**config.mk**
```make
export PLATFORM = sky130hd
export DESIGN_NAME = async_tx_framer
export DESIGN_NICKNAME = d
export VERILOG_FILES = /design/src/rtl/async_tx_framer.sv
export SDC_FILE = /design/constraint.sdc
export NUM_CORES = 1
export LEC_CHECK = 0
export ABC_AREA = 1
export CORE_ASPECT_RATIO = 0.9
export CORE_MARGIN = 2
export CORE_UTILIZATION = 60
export DETAILED_ROUTE_END_ITERATION = 16
export PLACE_DENSITY = 0.84
export RECOVER_POWER = 25
export SLEW_MARGIN = 15
export SYNTH_ARGS = -nofsm -noshare
export SYNTH_HDL_FRONTEND = slang
export SYNTH_SLANG_ARGS = --single-unit
```
**constraint.sdc**
```tcl
create_clock -name clk -period 5 [get_ports clk]
set_clock_uncertainty 0.15 [all_clocks]
set_input_delay 1 -clock clk [delete_from_list [all_inputs] [get_ports clk]]
set_output_delay 1 -clock clk [all_outputs]
set_load 0.02 [all_outputs]
```
**src/rtl/async_tx_framer.sv**
```systemverilog
module async_tx_framer (
  input  logic       clk,
  input  logic       rst_n,
  input  logic       tick16,
  input  logic       wr_en,
  input  logic [7:0] wr_data,
  input  logic [1:0] cfg_len,
  input  logic       cfg_par_en,
  input  logic       cfg_par_odd,
  input  logic       cfg_stop2,
  input  logic       cfg_break,
  output logic       txd,
  output logic       hold_empty,
  output logic       tx_empty
);

  localparam int unsigned TICKS   = 16;
  localparam logic [4:0]  BIT_END = 5'(TICKS - 1);

  logic [7:0] hold_q;
  logic       hold_full;
  logic [9:0] sh_q;
  logic       busy_q;
  logic       stop_q;
  logic [3:0] bits_left;
  logic [4:0] tcnt;
  logic [4:0] stop_last;

  logic [7:0] mask;
  logic [7:0] masked;
  logic       par_bit;
  logic [9:0] frame;
  logic [3:0] nbits;
  logic [4:0] stop_end;
  logic       load;

  assign load    = !busy_q && hold_full;
  assign mask    = 8'hFF >> (2'd3 - cfg_len);
  assign masked  = hold_q & mask;
  assign par_bit = (^masked) ^ cfg_par_odd;
  assign nbits   = 4'd6 + {2'b00, cfg_len} + {3'b000, cfg_par_en};

  always_comb begin
    frame = {1'b0, masked, 1'b0};
    if (cfg_par_en) frame[4'd6 + {2'b00, cfg_len}] = par_bit;
  end

  always_comb begin
    if (!cfg_stop2)          stop_end = BIT_END;
    else if (cfg_len == 2'd0) stop_end = 5'd23;
    else                     stop_end = 5'd31;
  end

  always_ff @(posedge clk) begin
    if (!rst_n) begin
      hold_q    <= '0;
      hold_full <= 1'b0;
      sh_q      <= '0;
      busy_q    <= 1'b0;
      stop_q    <= 1'b0;
      bits_left <= '0;
      tcnt      <= '0;
      stop_last <= BIT_END;
    end else begin
      if (wr_en && !hold_full) begin
        hold_q    <= wr_data;
        hold_full <= 1'b1;
      end
      if (load) begin
        sh_q      <= frame;
        busy_q    <= 1'b1;
        stop_q    <= 1'b0;
        tcnt      <= '0;
        bits_left <= nbits;
        stop_last <= stop_end;
        hold_full <= 1'b0;
      end else if (busy_q && tick16) begin
        if (!stop_q) begin
          if (tcnt == BIT_END) begin
            tcnt <= '0;
            sh_q <= sh_q >> 1;
            if (bits_left == 4'd1) stop_q <= 1'b1;
            else                   bits_left <= bits_left - 4'd1;
          end else begin
            tcnt <= tcnt + 5'd1;
          end
        end else if (tcnt == stop_last) begin
          busy_q <= 1'b0;
          stop_q <= 1'b0;
          tcnt   <= '0;
        end else begin
          tcnt <= tcnt + 5'd1;
        end
      end
    end
  end

  assign txd        = cfg_break ? 1'b0 : ((!busy_q || stop_q) ? 1'b1 : sh_q[0]);
  assign hold_empty = !hold_full;
  assign tx_empty   = !hold_full && !busy_q;

endmodule


```
==> results.txt, run 1 <==
- First-pass GRT wire length: 6490 µm
- The most numerous cell type found on the critical path is sky130_fd_sc_hd__clkdlybuf4s50_1.
* Crit path to: txd
- Share of cell area taken by muxes after synthesis: 0%
- Compound-gate portion of the synthesized area: 15.3%
* Syn_area_per_cell: 7.26 µm²
- TritonCTS clock tree: built
* Multi-input logic area: 982 µm²
* Total DRC errors in the routed layout: 0
- Including well taps, the total number of placed cells is 311.
- Most congested layer reported by global routing: met2
- Final Wtd Congestion: 0.827
- Initial antenna violation count: 0
* Launching element of the worst setup path: cfg_break
- Worst Reg2Reg Path Length in Cells: 12
- Async set-reset flop share out of synthesis: 0%
- Input and output buffers added on the ports amount to 20.
- Half-perimeter wire length after placement: 2760 µm
- Achievable clock frequency: 0.296 GHz
- In this run the power density over the cells is 289 mW/mm².
- The die covers 0.00353 mm².
* Actual transition at the worst max-transition pin: 0.662 ns
- Syn Nets: 280
- The post-route netlist has 9.39% of its cells at a drive strength greater than 1.
* Via count of the first global-routing pass: 1473
* Ratio of routed vias to standard cells: 5.07
- Buffers added to address setup during post-CTS repair amount to 0.
* Post-cts gate resize count: 0
- Critical path startpoint category: input port
* Reported leakage power: 0.899 nW
- Clock-pin slew was measured on the worst setup and hold paths at 0.10 ns.
- Combinational family with the most area after synthesis: simple AND/OR/NAND/NOR gates
* Initial DRC count: 74
- Worst hold-check path type: flop to flop
- Post-synthesis simple-gate area fraction: 31.0%
* Run status: finished, final reports clean
- Cell family contributing the most delay on the critical path: buffers and inverters
- From synthesis to final layout, the design area changed by 13.7%.
- Final setup viols: 0
- The slowest stage of the critical path is the sky130_fd_sc_hd__clkdlybuf4s50_1 cell.
- The core region is 0.00300 mm².
* Die Ht: 56.6 µm
- Measured along the x axis, the die boundary spans 62.4 µm.
* Met2 track utilization from global routing: 36.1%
* Max Cap Viol: 0
- Clock tree synthesis inserted a total of 5 buffers.
* # IOs: 21
- In this run the deepest clock path goes through 2 buffers.
* Fill cells: 271
* Synth top area cells: sky130_fd_sc_hd__dfxtp_1, sky130_fd_sc_hd__nand2_1, sky130_fd_sc_hd__inv_1
* XOR/XNOR share of the synthesized area: 2.85%
- In the final layout, flip-flops and latches occupy 641 µm².
* Final period demand of the worst path: 3.38 ns
* GR met1 Demand/Resource: 31.9%
- Met3 usage in global routing: 5.41%
* Detailed-route via count: 1617
- After detailed routing, the average wire length per cell comes to 11.5 µm.
* Peak fanout along the critical path: 1
* Number of cells in the finished layout apart from fillers: 319
- Synth Cell Area: 0.00184 mm²
* Startpoint of the worst register-to-register path: tcnt[0]$_SDFFE_PP0P_
* Number of antenna cells inserted: 0
* Starting Density: 61.5%
- Required time at the worst-slack endpoint: 3.85 ns
* Setup repair after global routing missed its margin: no
- The max-slew violation count came to 0.
* Post-synthesis sequential area ratio: 34.8%
* Total overflow reported by the global router: 0
- Yosys printed 0 warnings.
* Area leader, netlist: sky130_fd_sc_hd__dfxtp_1
- Post-Route Setup TNS: 0 ns
- The number of endpoints with negative hold slack in the final report is 0.
- The tree is rooted in a sky130_fd_sc_hd__clkbuf_4.
- VDD sags by at most 245 µV.
- Count of state elements after synthesis: 32
- Endpoint of the lowest-slack register-to-register path: sh_q[8]$_SDFFE_PN0P_
- Entering global routing, the biggest net connects 16 pins.
- Area share of the largest cell type after synthesis: 34.8%
* Worst slew margin relative to its limit: 55.7%
- Stage delay of the slowest cell on the critical path: 0.59 ns
- Buffers inserted to repair hold after CTS numbered 0.
* Distinct cell type count after synthesis: 30
- Kind of capture point of the worst setup path: primary output
* GRT Overall Usage: 23.1%
- Number of buffer and inverter stages on the critical path: 3
- Number of sinks handled by clock tree synthesis: 32
- The first TritonRoute pass finished after 4 iterations.
- Clock latency of the later-clocked register in the worst-skew pair: 0.34 ns
- Logic depth of the worst setup path including buffers: 4
* Final net count: 302
- Number of H-tree levels: 2
- The worst setup path is of the input port to primary output kind.
* Final period utilization: 67.7%
- Counting flops with a built-in enable in the synthesized netlist gives 0.
- In the synthesized netlist, the number of instances is 254.
- Count of nets left with antenna violations after detail routing: 0
- In this run the register-to-register setup slack is 2.55 ns.
- CP Data Arrival Time: 2.23 ns
- Post-Synth Adder-Cell Area: 5.43%
- Wires add up to 3680 µm.
- Placement Rows: 19
- Primary flip-flop cell chosen by synthesis mapping: sky130_fd_sc_hd__dfxtp_1
- Cell Chain, Critical Path: clkdlybuf4s50_1 > a31o_2 > inv_1 > clkdlybuf4s50_1
-- placed cells by master, fill, tap and decap left out --
master                            instances
sky130_fd_sc_hd__dfxtp_1                 32
sky130_fd_sc_hd__dlygate4sd3_1            2
sky130_fd_sc_hd__nor2_4                   4
sky130_fd_sc_hd__a31o_2                   1
sky130_fd_sc_hd__nor2_1                  29
sky130_fd_sc_hd__a21oi_1                 15
sky130_fd_sc_hd__or2_2                    1
sky130_fd_sc_hd__ha_1                     8
sky130_fd_sc_hd__nor2_2                   5
sky130_fd_sc_hd__a211oi_1                 1
sky130_fd_sc_hd__xor2_1                   5
sky130_fd_sc_hd__inv_1                   36
sky130_fd_sc_hd__clkbuf_1                 1
sky130_fd_sc_hd__o211ai_1                 1
sky130_fd_sc_hd__xnor2_1                  1
sky130_fd_sc_hd__nand3_1                 14
sky130_fd_sc_hd__o21ai_0                 17
sky130_fd_sc_hd__nand2_4                  1
sky130_fd_sc_hd__clkdlybuf4s50_1         18
sky130_fd_sc_hd__a31oi_1                  1
sky130_fd_sc_hd__clkbuf_4                 5
sky130_fd_sc_hd__a32oi_1                  1
sky130_fd_sc_hd__clkinv_2                 1
sky130_fd_sc_hd__o221ai_1                 1
sky130_fd_sc_hd__nand4_1                  2
sky130_fd_sc_hd__nand2_2                  1
sky130_fd_sc_hd__nand2_1                 60
sky130_fd_sc_hd__nor3_1                   6
sky130_fd_sc_hd__a311oi_2                 5
sky130_fd_sc_hd__bufinv_16                1
sky130_fd_sc_hd__clkinv_4                 1
-- area by class of cell --
cell class | count | share of cell area [%]
clock inverter | 2 | 1.67
timing repair buffer | 20 | 9.55
clock buffer | 6 | 1.97
multi-input combinational | 180 | 46.9
sequential | 32 | 30.6
tap | 42 | 2.51
inverter | 37 | 6.87
-- worst min-delay path by stage --
| stage | from | endpoint | slack (ns) | cells after the start |
|---|---|---|---|---|
| floorplan | sh_q[6]$_SDFFE_PN0P_ | sh_q[6]$_SDFFE_PN0P_ | 0.28 | 2 |
| global placement | sh_q[7]$_SDFFE_PN0P_ | sh_q[7]$_SDFFE_PN0P_ | 0.29 | 2 |
| detailed placement | sh_q[6]$_SDFFE_PN0P_ | sh_q[6]$_SDFFE_PN0P_ | 0.29 | 2 |
| CTS | sh_q[6]$_SDFFE_PN0P_ | sh_q[6]$_SDFFE_PN0P_ | 0.31 | 2 |
| global route | sh_q[6]$_SDFFE_PN0P_ | sh_q[6]$_SDFFE_PN0P_ | 0.33 | 2 |
| finish | sh_q[6]$_SDFFE_PN0P_ | sh_q[6]$_SDFFE_PN0P_ | 0.31 | 2 |
-- per-stage QoR --
step	worst slack (ns)	util, %	power (mW)	area (µm²)	hold WS (ns)
floorplan	2.52	-	0.383	1840	0.276
global placement	1.62	68.2	0.413	2040	0.290
detailed placement	1.61	68.2	0.416	2040	0.293
CTS	1.61	70.8	0.608	2120	0.310
global route	1.58	70.0	0.635	2100	0.326
finish	1.62	70.0	0.605	2100	0.312
-- metal layers --
layer / vias to the layer above / wire length [µm]
li1: 861 / -
met1: 734 / 1920
met2: 17 / 1630
met3: 5 / 87
met4: 0 / 40
met5: - / 0
-- report_power, final --
group	switching (mW)	internal (mW)	total, mW
Combinational	0.0718	0.0510	0.123
Clock	0.0904	0.105	0.195
Sequential	0.0153	0.272	0.287
Total	0.177	0.428	0.605
-- kinds of logic after synthesis --
| family | count (synthesis) |
|---|---|
| and+or+nand+nor | 123 |
| adders and majority gates | 8 |
| DFF | 32 |
| xor gates and xnor gates | 6 |
| buffers and inverters | 42 |
| AOI/OAI and AO/OA | 43 |
-- worst register-to-register path, cell delays in order, from the launching register on --
cell                       delay (ns)
sky130_fd_sc_hd__dfxtp_1         0.39
sky130_fd_sc_hd__ha_1            0.18
sky130_fd_sc_hd__nand2_1         0.09
sky130_fd_sc_hd__nor2_1          0.15
sky130_fd_sc_hd__ha_1            0.16
sky130_fd_sc_hd__nand2_1         0.07
sky130_fd_sc_hd__nor2_1          0.52
sky130_fd_sc_hd__nor2_4          0.09
sky130_fd_sc_hd__clkinv_4        0.14
sky130_fd_sc_hd__nand2_1         0.11
sky130_fd_sc_hd__a21oi_1         0.19
sky130_fd_sc_hd__nand2_1         0.08
sky130_fd_sc_hd__nand2_1         0.05
-- sequential cells by signal, summed over array words and instances, names as in the netlist --
name       cells
stop_q         1
sh_q          10
bits_left      4
stop_last      2
busy_q         1
hold_q         8
tcnt           5
hold_full      1
-- Yosys cell counts (all sizes together), types with 2 or more instances --
library cell  count
clkbuf            3
nand2            62
ha                8
nor3              6
nor2             38
nand4             2
buf               2
inv              36
a21oi            15
nand3            14
o21ai            17
a311oi            5
xor2              5
dfxtp            32
No activity file was read; power rests on OpenSTA's default activity.
==> run 2: changes to the inputs <==
CORE_UTILIZATION = 55   (was 60)
PLACE_DENSITY = 0.78   (was 0.84)
clock period = 3.55 ns   (was 5 ns; I/O delays follow)
==> results.txt, run 2 (synthesis results as in run 1) <==
* Kind of capture point of the worst setup path: primary output
* Post-cts gate resize count: 0
- The flow ran to the end, and the final reports show no timing, DRC or antenna violations.
* Number of H-tree levels: 2
- Total Wirelength: 3820 µm
- Final period demand of the worst path: 2.82 ns
- Number of port buffers: 20
* TritonCTS clock tree: built
- The max-slew violation count is 0.
- Top flop regs: sh_q: 10 flops, hold_q: 8 flops, tcnt: 5 flops
- Final setup viols: 0
- Hold repair after CTS inserted 0 buffers.
- Startpoint of the worst register-to-register path: tcnt[1]$_SDFFE_PP0P_
- The detailed router finished its first iteration with 82 violations.
- Setup repair after global routing left no endpoint under its margin.
- Peak fanout along the critical path: 1
- Fraction of final layout cells with drive strength greater than 1: 9.71%
- Total die area: 0.00383 mm²
- Critical path startpoint category: input port
- Leaving out fill and tap cells, the most frequent cell in the layout is sky130_fd_sc_hd__nand2_1.
* Area delta synth->final: 16.3%
- Entering global routing, the biggest net connects 15 pins.
* Combinational Power Share: 18.9%
* Clock network fraction of design power: 37.1%
- At the worst endpoint, the arrival time is 1.96 ns.
- In this run, flip-flops and latches consume 44.0% of the power.
- Registers take 641 µm².
- Worst hold-check path type: flop to flop
* Achievable clock frequency: 0.354 GHz
- In this run the worst setup path begins at cfg_break.
- Together, buffers and inverters on the worst path number 3.
* Post-Route Utilization: 68.3%
* Register bank with the most flops: sh_q
* Setup repair bufs after CTS: 0
- Per-cell routed wire length: 11.9 µm
- Std-Cell Core Area: 0.00314 mm²
* Initial antenna violation count: 0
- Data on the critical path is required at its endpoint by 2.69 ns.
* # IOs: 21
- The number of endpoints with negative hold slack in the final report came to 0.
- Clock latency of the later-clocked register in the worst-skew pair: 0.28 ns
- Summing over every cut layer, the via total after detailed routing is 1622.
* Peak supply drop: 466 µV
* Critical-path cell with the highest stage delay: sky130_fd_sc_hd__clkdlybuf4s50_1
- Sw frac: 27.9%
- The count of cells in the finished layout, fillers not included, comes to 320.
- Final period utilization: 79.5%
- Measured along the x axis, the die boundary spans 65.0 µm.
* Final net count: 303
- The layout has 296 filler cells.
- Cell family contributing the most delay on the critical path: buffers and inverters
- Total power divided by cell area: 429 mW/mm²
* Final Wtd Congestion: 0.817
* Reported leakage power: 0.943 nW
* Max Cap Viol: 0
- Detailed placement finished with a half-perimeter wire length of 2810 µm.
* Start-to-end type of the worst setup path: input port to primary output
- The register with the most flip-flops in the layout has 10 of them.
- Using the TritonRoute via totals, the vias-per-cell ratio works out to 5.07.
- Traced cell by cell, the critical path runs through clkdlybuf4s50_1 > a31o_2 > inv_1 > clkdlybuf4s50_1.
- The largest single stage delay on the critical path is 0.59 ns.
- For this run, the detailed router's first-pass iteration total came to 4.
- Count of nets left with antenna violations after detail routing: 0
- Counting stages on the worst path, the most repeated cell is sky130_fd_sc_hd__clkdlybuf4s50_1.
* GRT Overall Usage: 22.6%
- The worst hold path begins at sh_q[8]$_SDFFE_PN0P_.
* Number of sinks handled by clock tree synthesis: 32
- Internal power: 0.663 mW
- After detailed routing, the number of remaining DRC violations is 0.
- The die is 58.9 µm tall.
- The initial utilization of the core area, before any placement, comes to 58.7%.
* Total overflow reported by the global router: 0
* Post-Route Setup TNS: 0 ns
* # placed instances: 312
* Clock root cell: sky130_fd_sc_hd__clkbuf_8
* Actual transition at the worst max-transition pin: 0.415 ns
- First-pass GRT wire length: 6530 µm
- In this run the tightest slew margin relative to its limit is 72.3%.
- Switching power of the nets: 0.256 mW
- The floorplan has 19 rows.
- Via count of the first global-routing pass: 1431
* Maximum clock path buffer count: 2
* Multi-input logic area: 991 µm²
* Clock-pin transition on the worst setup and hold timing paths: 0.07 ns
* Most frequent cells in the layout: sky130_fd_sc_hd__nand2_1, sky130_fd_sc_hd__inv_1, sky130_fd_sc_hd__dfxtp_1
- TritonCTS created 5 clock buffers.
- Number of antenna cells inserted: 0
## run 2: worst register-to-register path: stages, from the launching register on
cell and delay [ns]:
sky130_fd_sc_hd__dfxtp_1 0.38, sky130_fd_sc_hd__ha_1 0.18, sky130_fd_sc_hd__nand2_1 0.09, sky130_fd_sc_hd__nor2_1 0.16
sky130_fd_sc_hd__ha_1 0.17, sky130_fd_sc_hd__nand2_1 0.13, sky130_fd_sc_hd__nor2_8 0.20, sky130_fd_sc_hd__nor2_4 0.07
sky130_fd_sc_hd__clkinv_4 0.13, sky130_fd_sc_hd__nand2_1 0.12, sky130_fd_sc_hd__a21oi_1 0.13, sky130_fd_sc_hd__nand2_1 0.07
sky130_fd_sc_hd__nand2_1 0.05
## run 2: power groups by stage
stage | combinational, mW | sequential [mW] | clock (mW)
6_report | 0.173 | 0.404 | 0.341
4_1_cts | 0.176 | 0.405 | 0.346
3_3_place_gp | 0.172 | 0.411 | 0
2_1_floorplan | 0.133 | 0.407 | 0
5_1_grt | 0.199 | 0.407 | 0.365
3_5_place_dp | 0.175 | 0.412 | 0
## run 2: final timing paths
check,end,slack (ns),depth (start not counted)
setup reg to reg,sh_q[8]$_SDFFE_PN0P_,1.47,12
hold / removal,sh_q[8]$_SDFFE_PN0P_,0.30,2
hold reg to reg,sh_q[8]$_SDFFE_PN0P_,0.30,2
setup / recovery,txd,0.73,4
## run 2: layer usage
metal / global-route usage [%] / vias to the layer above / wire [µm]
li1: - / 866 / -
met1: 32.5 / 733 / 1980
met2: 32.7 / 21 / 1700
met3: 6.31 / 2 / 112
met4: 8.04 / 0 / 24
met5: 0 / - / 0
## run 2: final cells by class
type / count / area share [%]
clock inverters: 2 / 1.63
repair buffers: 21 / 9.69
flip-flops and latches: 32 / 29.9
clock buffers: 6 / 3.39
inverters: 37 / 6.71
well taps: 42 / 2.45
multi-input cells: 180 / 46.2
## run 2: metrics by stage
stage                     power, mW  area, µm²  setup WS [ns]  hold WS [ns]
after floorplan               0.540       1840           1.65         0.276
after global placement        0.584       2050          0.746         0.288
after detailed placement      0.587       2050          0.731         0.292
after CTS                     0.926       2160          0.729         0.303
after global routing          0.971       2140          0.698         0.317
final                         0.919       2140          0.728         0.301
